==> src/rtl/txdma_pkg.sv <==
package txdma_pkg;

    localparam int STATE_W = 3;

    typedef enum logic [STATE_W-1:0] {
        TXS_STOP  = 3'd0,
        TXS_FETCH = 3'd1,
        TXS_WAIT  = 3'd2,
        TXS_READ  = 3'd3,
        TXS_SUSP  = 3'd6,
        TXS_CLOSE = 3'd7
    } txs_e;

    typedef struct packed {
        logic run_en;
        logic poll_wr;
        logic fetch_ack;
        logic fetch_own;
        logic rd_ack;
        logic rd_uflow;
        logic tx_done;
    } txin_t;

    typedef struct packed {
        logic txdone;
        logic underflow;
        logic stopped;
    } txevt_t;

    function automatic logic in_frame(txs_e s);
        return (s == TXS_READ) || (s == TXS_WAIT);
    endfunction

endpackage

==> src/rtl/txdma_next.sv <==
module txdma_next
    import txdma_pkg::*;
(
    input  txs_e  cur,
    input  txin_t in,
    output txs_e  nxt,
    output logic  uflow_hit
);
    always_comb begin
        nxt       = cur;
        uflow_hit = 1'b0;
        unique case (cur)
            TXS_STOP:  if (in.run_en) nxt = TXS_FETCH;
            TXS_FETCH: begin
                if (in.fetch_ack)      nxt = in.fetch_own ? TXS_READ : TXS_SUSP;
                else if (!in.run_en)   nxt = TXS_STOP;
            end
            TXS_READ: begin
                if (in.rd_uflow) begin
                    nxt       = TXS_SUSP;
                    uflow_hit = 1'b1;
                end else if (in.rd_ack) begin
                    nxt = TXS_WAIT;
                end
            end
            TXS_WAIT:  if (in.tx_done) nxt = TXS_CLOSE;
            TXS_CLOSE: nxt = in.run_en ? TXS_FETCH : TXS_STOP;
            TXS_SUSP: begin
                if (!in.run_en)       nxt = TXS_STOP;
                else if (in.poll_wr)  nxt = TXS_FETCH;
            end
            default:   nxt = TXS_STOP;
        endcase
    end
endmodule

==> src/rtl/txdma_events.sv <==
module txdma_events
    import txdma_pkg::*;
(
    input  logic   clk,
    input  logic   rst,
    input  txs_e   cur,
    input  txs_e   nxt,
    input  logic   uflow_hit,
    output txevt_t evt
);
    always_ff @(posedge clk) begin
        if (rst) begin
            evt <= '0;
        end else begin
            evt.txdone    <= (nxt == TXS_CLOSE);
            evt.underflow <= uflow_hit;
            evt.stopped   <= (cur != TXS_STOP) && (nxt == TXS_STOP);
        end
    end
endmodule

==> src/rtl/txdma_seq.sv <==
module txdma_seq
    import txdma_pkg::*;
(
    input  logic               clk,
    input  logic               rst,
    input  logic               run_en,
    input  logic               poll_wr,
    output logic               fetch_req,
    input  logic               fetch_ack,
    input  logic               fetch_own,
    output logic               rd_req,
    input  logic               rd_ack,
    input  logic               rd_uflow,
    input  logic               tx_done,
    output logic [STATE_W-1:0] state_code,
    output logic               evt_txdone,
    output logic               evt_underflow,
    output logic               evt_stopped
);
    txs_e   cur_q;
    txs_e   nxt_c;
    logic   uflow_c;
    txin_t  in_c;
    txevt_t evt_q;

    assign in_c = '{run_en:    run_en,
                    poll_wr:   poll_wr,
                    fetch_ack: fetch_ack,
                    fetch_own: fetch_own,
                    rd_ack:    rd_ack,
                    rd_uflow:  rd_uflow,
                    tx_done:   tx_done};

    txdma_next u_next (
        .cur       (cur_q),
        .in        (in_c),
        .nxt       (nxt_c),
        .uflow_hit (uflow_c)
    );

    always_ff @(posedge clk) begin
        if (rst) cur_q <= TXS_STOP;
        else     cur_q <= nxt_c;
    end

    txdma_events u_evt (
        .clk       (clk),
        .rst       (rst),
        .cur       (cur_q),
        .nxt       (nxt_c),
        .uflow_hit (uflow_c),
        .evt       (evt_q)
    );

    assign state_code    = cur_q;
    assign fetch_req     = (cur_q == TXS_FETCH);
    assign rd_req        = (cur_q == TXS_READ);
    assign evt_txdone    = evt_q.txdone;
    assign evt_underflow = evt_q.underflow;
    assign evt_stopped   = evt_q.stopped;
endmodule

==> config.mk <==
export PLATFORM = sky130hd
export DESIGN_NAME = txdma_seq
export DESIGN_NICKNAME = d
export VERILOG_FILES = /design/src/rtl/txdma_pkg.sv /design/src/rtl/txdma_next.sv /design/src/rtl/txdma_events.sv /design/src/rtl/txdma_seq.sv
export SDC_FILE = /design/constraint.sdc
export NUM_CORES = 1
export LEC_CHECK = 0
export BUFFER_PORTS_ARGS = -buffer_cell sky130_fd_sc_hd__buf_2
export CORE_AREA = 2 2 39 41
export CTS_BUF_LIST = sky130_fd_sc_hd__clkbuf_16
export DETAILED_ROUTE_END_ITERATION = 8
export DIE_AREA = 0 0 41 43
export PLACE_DENSITY = 0.49
export REMOVE_ABC_BUFFERS = 1
export SLEW_MARGIN = 30
export SYNTH_ARGS = -nofsm -noshare
export SYNTH_HDL_FRONTEND = slang
export SYNTH_HIERARCHICAL = 1
export SYNTH_SLANG_ARGS = --single-unit
==> constraint.sdc <==
create_clock -name clk -period 1.4 [get_ports clk]
set_clock_uncertainty 0.1 [all_clocks]
set_input_delay 0.28 -clock clk [delete_from_list [all_inputs] [get_ports clk]]
set_output_delay 0.28 -clock clk [all_outputs]
set_load 0.05 [all_outputs]
==> results.toml, run 1 <==
[sta]
period_needed_ns = 1.47
hold_viol = 0
fmax_mhz = 681
period_share = 1.05
setup_ws_ns = -0.0674
setup_viol = 3
rsz0062_at_grt = "true"
tightest_slew_ns = 0.252
slew_violations = 0
relSlewSlack = 0.833

[pwr]
p_seq_frac = 0.234
swShare = 0.256
vdd_drop_max_uv = 453
p_clk_frac = 0.544
power_density_mw_per_mm2 = 1400
p_int_mw = 0.629
switchingPower_mw = 0.216
p_comb_frac = 0.221
p_leak_nw = 0.273

[critical_path]
cp_max_fo = 6
reg2reg_to = "u_evt/evt[0]$_SDFF_PP0_"
critical_path.cell_chain = "buf_6, nor3b_4, buf_6"
crit_top_cell = "buf_6"
path_class = "reg -> out"
rrSetupSlack_ns = -0.03
cp_slowest_cell = "dfxtp_4"
timing.rr.start = "state_code[1]$_SDFF_PP0_"
critical_path.top_delay_family = "flip-flops"
crit_path_start_kind = "flop"
reg2regPathDepth = 6
critPathRequiredTime_ns = 1.02
crit_arrival_ns = 1.09
slowest_delay_ns = 0.36
critPathLaunch = "state_code[1]$_SDFF_PP0_"
crit_path_end_kind = "primary output"
critPathBufInv = 2

[cts]
cts.sinks = 6
clockRootBuffer = "clkbuf_16"
cts_htree_levels = 1
clkTransAtPathRegs_ns = 0.03
cts_buffers = 3
cts.path.max_buffers = 2
cts_hold_buffers = 0
tritoncts = "yes"
clkLatencyLatePin_ns = 0.23

[drt]
routed_wl_um = 901
antenna_left = 0
avgRoutedWirePerCell_um = 11.9
drt-initial-drc-count = 0
drc_errors = 0
dr.pass1.iters = 1
vias_per_cell = 4.88
num_vias = 371

[status]
violations = "setup timing"
status = "finished with violations"

[placement]
gp_congestion = 0.830
dpl-instance-area_um2 = 455
dpl.hpwl_um = 645
port_buffers = 16
placed_cells_incl_taps = 72

[layout]
seqCellArea_um2 = 131
drive_above_1_share = 0.567
area_growth_pct = 85.4
finalNonFillerCells = 76
nFillCells = 137
multi_input_area_um2 = 215
antenna_cells = 0
final_util = 0.436
fin_area_um2 = 603
final_nets = 71

[floorplan]
coreArea_mm2 = 0.00138
ioPinCount = 17
die_h_um = 43
die_w_um = 41
rows = 14
die-area_mm2 = 0.00176
initial_utilization = 0.235

[grt]
grt_max_degree = 12
gr-total-overflow = 0
grt_pass1_vias = 339
grt_pass1_wl_mm = 1.35
grt_usage = 0.119
antenna_found_initial = 0

[logic_synthesis]
synthArstFlopShare = 0
ys_top_cells_by_area = "dfxtp_1, nor2b_1, o21ai_0"
synth_most_common_cell = "dfxtp_1"
synth_cell_types = 22
synth-seq-cells = 6
postSynthCellCount = 36
synth_top_cell_by_area = "dfxtp_1"
synth_area_per_cell_um2 = 9.04
synth_area_um2 = 325
synth_ff_type = "dfxtp_1"
synth-edff-count = 0
ys_top_cells_by_count = "dfxtp_1, nor2b_1, o21ai_0"
yosysWarnings = 6
synth_top_area_share = 0.369
synth-seq-area-share = 0.369

[flow_run]
drv_cap = 0

[worst_hold_path]
hp-class = "in -> reg"
min_from = "rst"
min_path_cells = 2
min_to = "state_code[2]$_SDFF_PP0_"
## power groups by stage
stage / Clock (mW) / Combinational [mW] / Sequential, mW
after floorplan: 0 / 0.0708 / 0.234
after global placement: 0 / 0.159 / 0.200
after detailed placement: 0 / 0.158 / 0.200
after CTS: 0.468 / 0.180 / 0.198
after global routing: 0.473 / 0.198 / 0.202
final: 0.460 / 0.187 / 0.198
## per-layer routing
metal  routed length [µm]  share of wire  global-route usage  vias to the layer above
met4                   30          0.033               0.127                        0
met2                  460           0.51               0.184                       13
met3                   39          0.043              0.0366                        4
met1                  371           0.41               0.108                      167
met5                    0              0                   0                        -
li1                     -              -                   -                      187
## sequential cells by signal, indices dropped and copies added (netlist names)
name,flops
state_code,3
u_evt/evt,3
## how the worst max path moves through the flow
stage | depth (start not counted) | endpoint
global route | 5 | u_evt/evt[0]$_SDFF_PP0_
finish | 3 | fetch_req
global placement | 5 | u_evt/evt[0]$_SDFF_PP0_
floorplan | 1 | fetch_req
CTS | 3 | fetch_req
detailed placement | 5 | u_evt/evt[0]$_SDFF_PP0_
## cell usage in the layout (no fill, tap or decap), drive strengths merged, types with 2 or more instances in the layout
cell type	n
nor2b	5
buf	21
nand2	2
clkbuf	3
inv	2
dfxtp	6
o21ai	5
nand2b	2
## cell type report
class	instances	area share
Multi-Input combinational cell	28	0.357
Timing Repair Buffer	21	0.255
Sequential cell	6	0.218
Clock buffer	3	0.124
Tap cell	16	0.0332
Inverter	2	0.0124
## logic make-up (layout without fill, tap and decap cells)
kind of cell | after synthesis | after routing | synth area share
AO/OA/AOI/OAI | 11 | 11 | 0.238
buffers and inverters | 2 | 26 | 0.0231
AND/OR/NAND/NOR | 17 | 17 | 0.369
flip-flops | 6 | 6 | 0.369
## worst reg2reg max path, cell delays in order, from the launching register on
cell and delay (ns):
dfxtp_4 0.36, buf_6 0.12, nand2_2 0.05, o21ai_1 0.06, a32o_2 0.24, nor4_2 0.28
o31a_1 0.16
## metrics by stage
stage / hold WS, ns / setup WS, ns / total power, mW / TNS (ns)
final: 0.185 / -0.0674 / 0.845 / -0.160
after global routing: 0.198 / -0.145 / 0.873 / -0.334
after CTS: 0.189 / -0.0676 / 0.845 / -0.128
after detailed placement: 0.434 / -0.0622 / 0.357 / -0.0622
after global placement: 0.434 / -0.0767 / 0.359 / -0.0767
after floorplan: 0.252 / -0.487 / 0.305 / -1.99
## repair_timing
action,in CTS,in global routing
gates resized for setup,15,3
endpoints found under the setup margin,6,4
buffers inserted,1,0
gates cloned,0,0
pin swaps,4,3
No activity file was read; power rests on OpenSTA's default activity.
==> run 2: changes to the inputs <==
GPL_ROUTABILITY_DRIVEN = 1   (was default)
PLACE_DENSITY = 0.5   (was 0.49)
SKIP_LAST_GASP = 1   (was default)
SYNTH_HIERARCHICAL = default   (was 1)
==> run 2 against run 1 <==
Net effect: the run now ends clean; clock power is 2% higher; critical path depth is the same; wire length is 14% higher; fmax grew 6.1%; non-clock buffer count up 4; worst setup slack better by 0.084 ns; combinational power up 7%; synthesized cell count shrank 2.8%; worst hold slack got worse by 0.00056 ns; die area unchanged; global-route usage is 2.4 points higher; largest cell class unchanged.
==> results.toml, run 2 <==
[cts]
cts_hold_buffers = 0
clkLatencyLatePin_ns = 0.23
tritoncts = "yes"
cts_buffers = 3
cts.path.max_buffers = 2
cts_htree_levels = 1
clockRootBuffer = "clkbuf_16"
cts.sinks = 6
clkTransAtPathRegs_ns = 0.04

[layout]
final_nets = 73
area_growth_pct = 88.3
nFillCells = 137
layout_commonest_cell = "buf_2"
finalNonFillerCells = 78
drive_above_1_share = 0.629
antenna_cells = 0
final_cell_mix = "buf_2, buf_4, clkbuf_16, dfxtp_1"

[logic_synthesis]
synth_ff_type = "dfxtp_1"
synth_top_cell_by_area = "dfxtp_1"
synth-seq-area-share = 0.361
synth-edff-count = 0
synth_most_common_cell = "dfxtp_1"
postSynthCellCount = 35
synth_top_area_share = 0.361
synth_area_per_cell_um2 = 9.51
synth_area_um2 = 333
synth_cell_types = 23
yosysWarnings = 0
ys_top_cells_by_area = "dfxtp_1, mux2i_1, nand3b_1"
synth-seq-cells = 6
synthArstFlopShare = 0
ys_top_cells_by_count = "dfxtp_1, nor2_1"

[floorplan]
die-area_mm2 = 0.00176
die_h_um = 43
ioPinCount = 17
initial_utilization = 0.241
rows = 14
coreArea_mm2 = 0.00138
die_w_um = 41

[critical_path]
critical_path.cell_chain = "nand2b_4, nor2_4, buf_8"
reg2reg_to = "u_evt.evt[2]$_SDFF_PP0_"
path_class = "reg -> out"
crit_arrival_ns = 1.00
rrSetupSlack_ns = 0.04
crit_path_end_kind = "primary output"
critical_path.top_delay_family = "flip-flops"
critPathRequiredTime_ns = 1.02
crit_path_start_kind = "flop"
timing.rr.start = "state_code[0]$_SDFF_PP0_"
cp_max_fo = 4
critPathBufInv = 1
reg2regPathDepth = 5
slowest_delay_ns = 0.32
cp_slowest_cell = "dfxtp_2"

[drt]
dr.pass1.iters = 2
drc_errors = 0
vias_per_cell = 4.91
num_vias = 383
drt-initial-drc-count = 3
antenna_left = 0
avgRoutedWirePerCell_um = 13.2
routed_wl_mm = 1.03

[pwr]
power_density_mw_per_mm2 = 1380
p_leak_nw = 0.276
finalPower_mw = 0.865
p_seq_frac = 0.226
vdd_drop_max_uv = 479
switchingPower_mw = 0.229
p_comb_frac = 0.231
swShare = 0.264
p_clk_frac = 0.542
p_int_mw = 0.636

[worst_hold_path]
hp-class = "in -> reg"
min_path_cells = 2
min_to = "state_code[0]$_SDFF_PP0_"
min_from = "rst"

[sta]
relSlewSlack = 0.828
period_share = 0.988
fmax_mhz = 723
period_needed_ns = 1.38
setup_ws_ns = 0.0170
setup_viol = 0
slew_violations = 0
hold_viol = 0
rsz0062_at_grt = "true"
tightest_slew_ns = 0.256
whs_ns = 0.184

[grt]
grt_pass1_vias = 390
antenna_found_initial = 0
gr-total-overflow = 0
grt_usage = 0.143
grt_pass1_wl_mm = 1.66
grt_max_degree = 7

[placement]
dp_slack_ns = -0.0239
placed_cells_incl_taps = 72
gp_congestion = 0.707
port_buffers = 16

[flow_run]
drv_cap = 0

[status]
status = "completed"
## run 2: changes by cell type after synthesis, sizes merged, moves of 2 or more
cell    previous run  this run
nor2b              5         0
o21ai              5         0
nor2               1         4
a211oi             0         2
mux2i              0         2
nand3b             0         2
nor4b              0         2
## run 2: power groups by stage
stage               sequential (mW)  combinational, mW  clock (mW)
detailed placement            0.195              0.165           0
CTS                           0.196              0.182       0.476
floorplan                     0.230             0.0666           0
global route                  0.198              0.213       0.487
finish                        0.196              0.200       0.469
global placement              0.195              0.165           0
## run 2: area by class of cell
| class | instances | area [µm²] | share of cell area |
|---|---|---|---|
| inverters | 1 | 3.75 | 0.00599 |
| well taps | 16 | 20.0 | 0.0319 |
| flip-flops and latches | 6 | 126 | 0.202 |
| repair buffers | 25 | 166 | 0.265 |
| clock buffers | 3 | 75.1 | 0.120 |
| multi-input cells | 27 | 235 | 0.375 |
## run 2: through the flow
step	utilization	TNS (ns)	cell area [µm²]
3_3_place_gp	0.337	-0.0217	467
3_5_place_dp	0.337	-0.0239	467
4_1_cts	0.420	0	581
5_1_grt	0.453	-0.0327	627
2_1_floorplan	-	-3.58	322
6_report	0.453	0	627
## run 2: worst max path at each step
stage | startpoint | end | slack [ns] | depth (start not counted)
2_1_floorplan | state_code[1]$_SDFF_PP0_ | u_evt.evt[0]$_SDFF_PP0_ | -0.86 | 4
3_3_place_gp | state_code[0]$_SDFF_PP0_ | rd_req | -0.02 | 3
3_5_place_dp | state_code[1]$_SDFF_PP0_ | u_evt.evt[2]$_SDFF_PP0_ | -0.02 | 5
4_1_cts | state_code[2]$_SDFF_PP0_ | rd_req | 0.01 | 3
5_1_grt | state_code[1]$_SDFF_PP0_ | u_evt.evt[2]$_SDFF_PP0_ | -0.01 | 5
6_report | state_code[2]$_SDFF_PP0_ | rd_req | 0.02 | 3
## run 2: kinds of logic (layout without fill, tap and decap cells)
family          after synthesis  after routing  synth area share
simple gates                 18             18             0.365
compound gates                7              7             0.169
flops                         6              6             0.361
mux                           2              2            0.0602
buf+inv                       2             29            0.0451
## run 2: metal layers
| metal | routed length (µm) | global-route usage | vias to the layer above |
|---|---|---|---|
| li1 | - | - | 189 |
| met4 | 16 | 0.0800 | 0 |
| met5 | 0 | 0 | - |
| met2 | 543 | 0.234 | 13 |
| met3 | 61 | 0.0366 | 2 |
| met1 | 405 | 0.157 | 179 |
## run 2: worst register-to-register path: stages (launching register included)
cell and delay, ns:
dfxtp_4 0.36, buf_4 0.15, nand4bb_4 0.20, a31oi_2 0.23, o21a_2 0.17, and2b_1 0.11
## run 2: timing repair
action	in CTS	in global routing
pin swaps	0	2
resized for setup	12	4
setup endpoints to repair	4	5
setup buffers	0	3
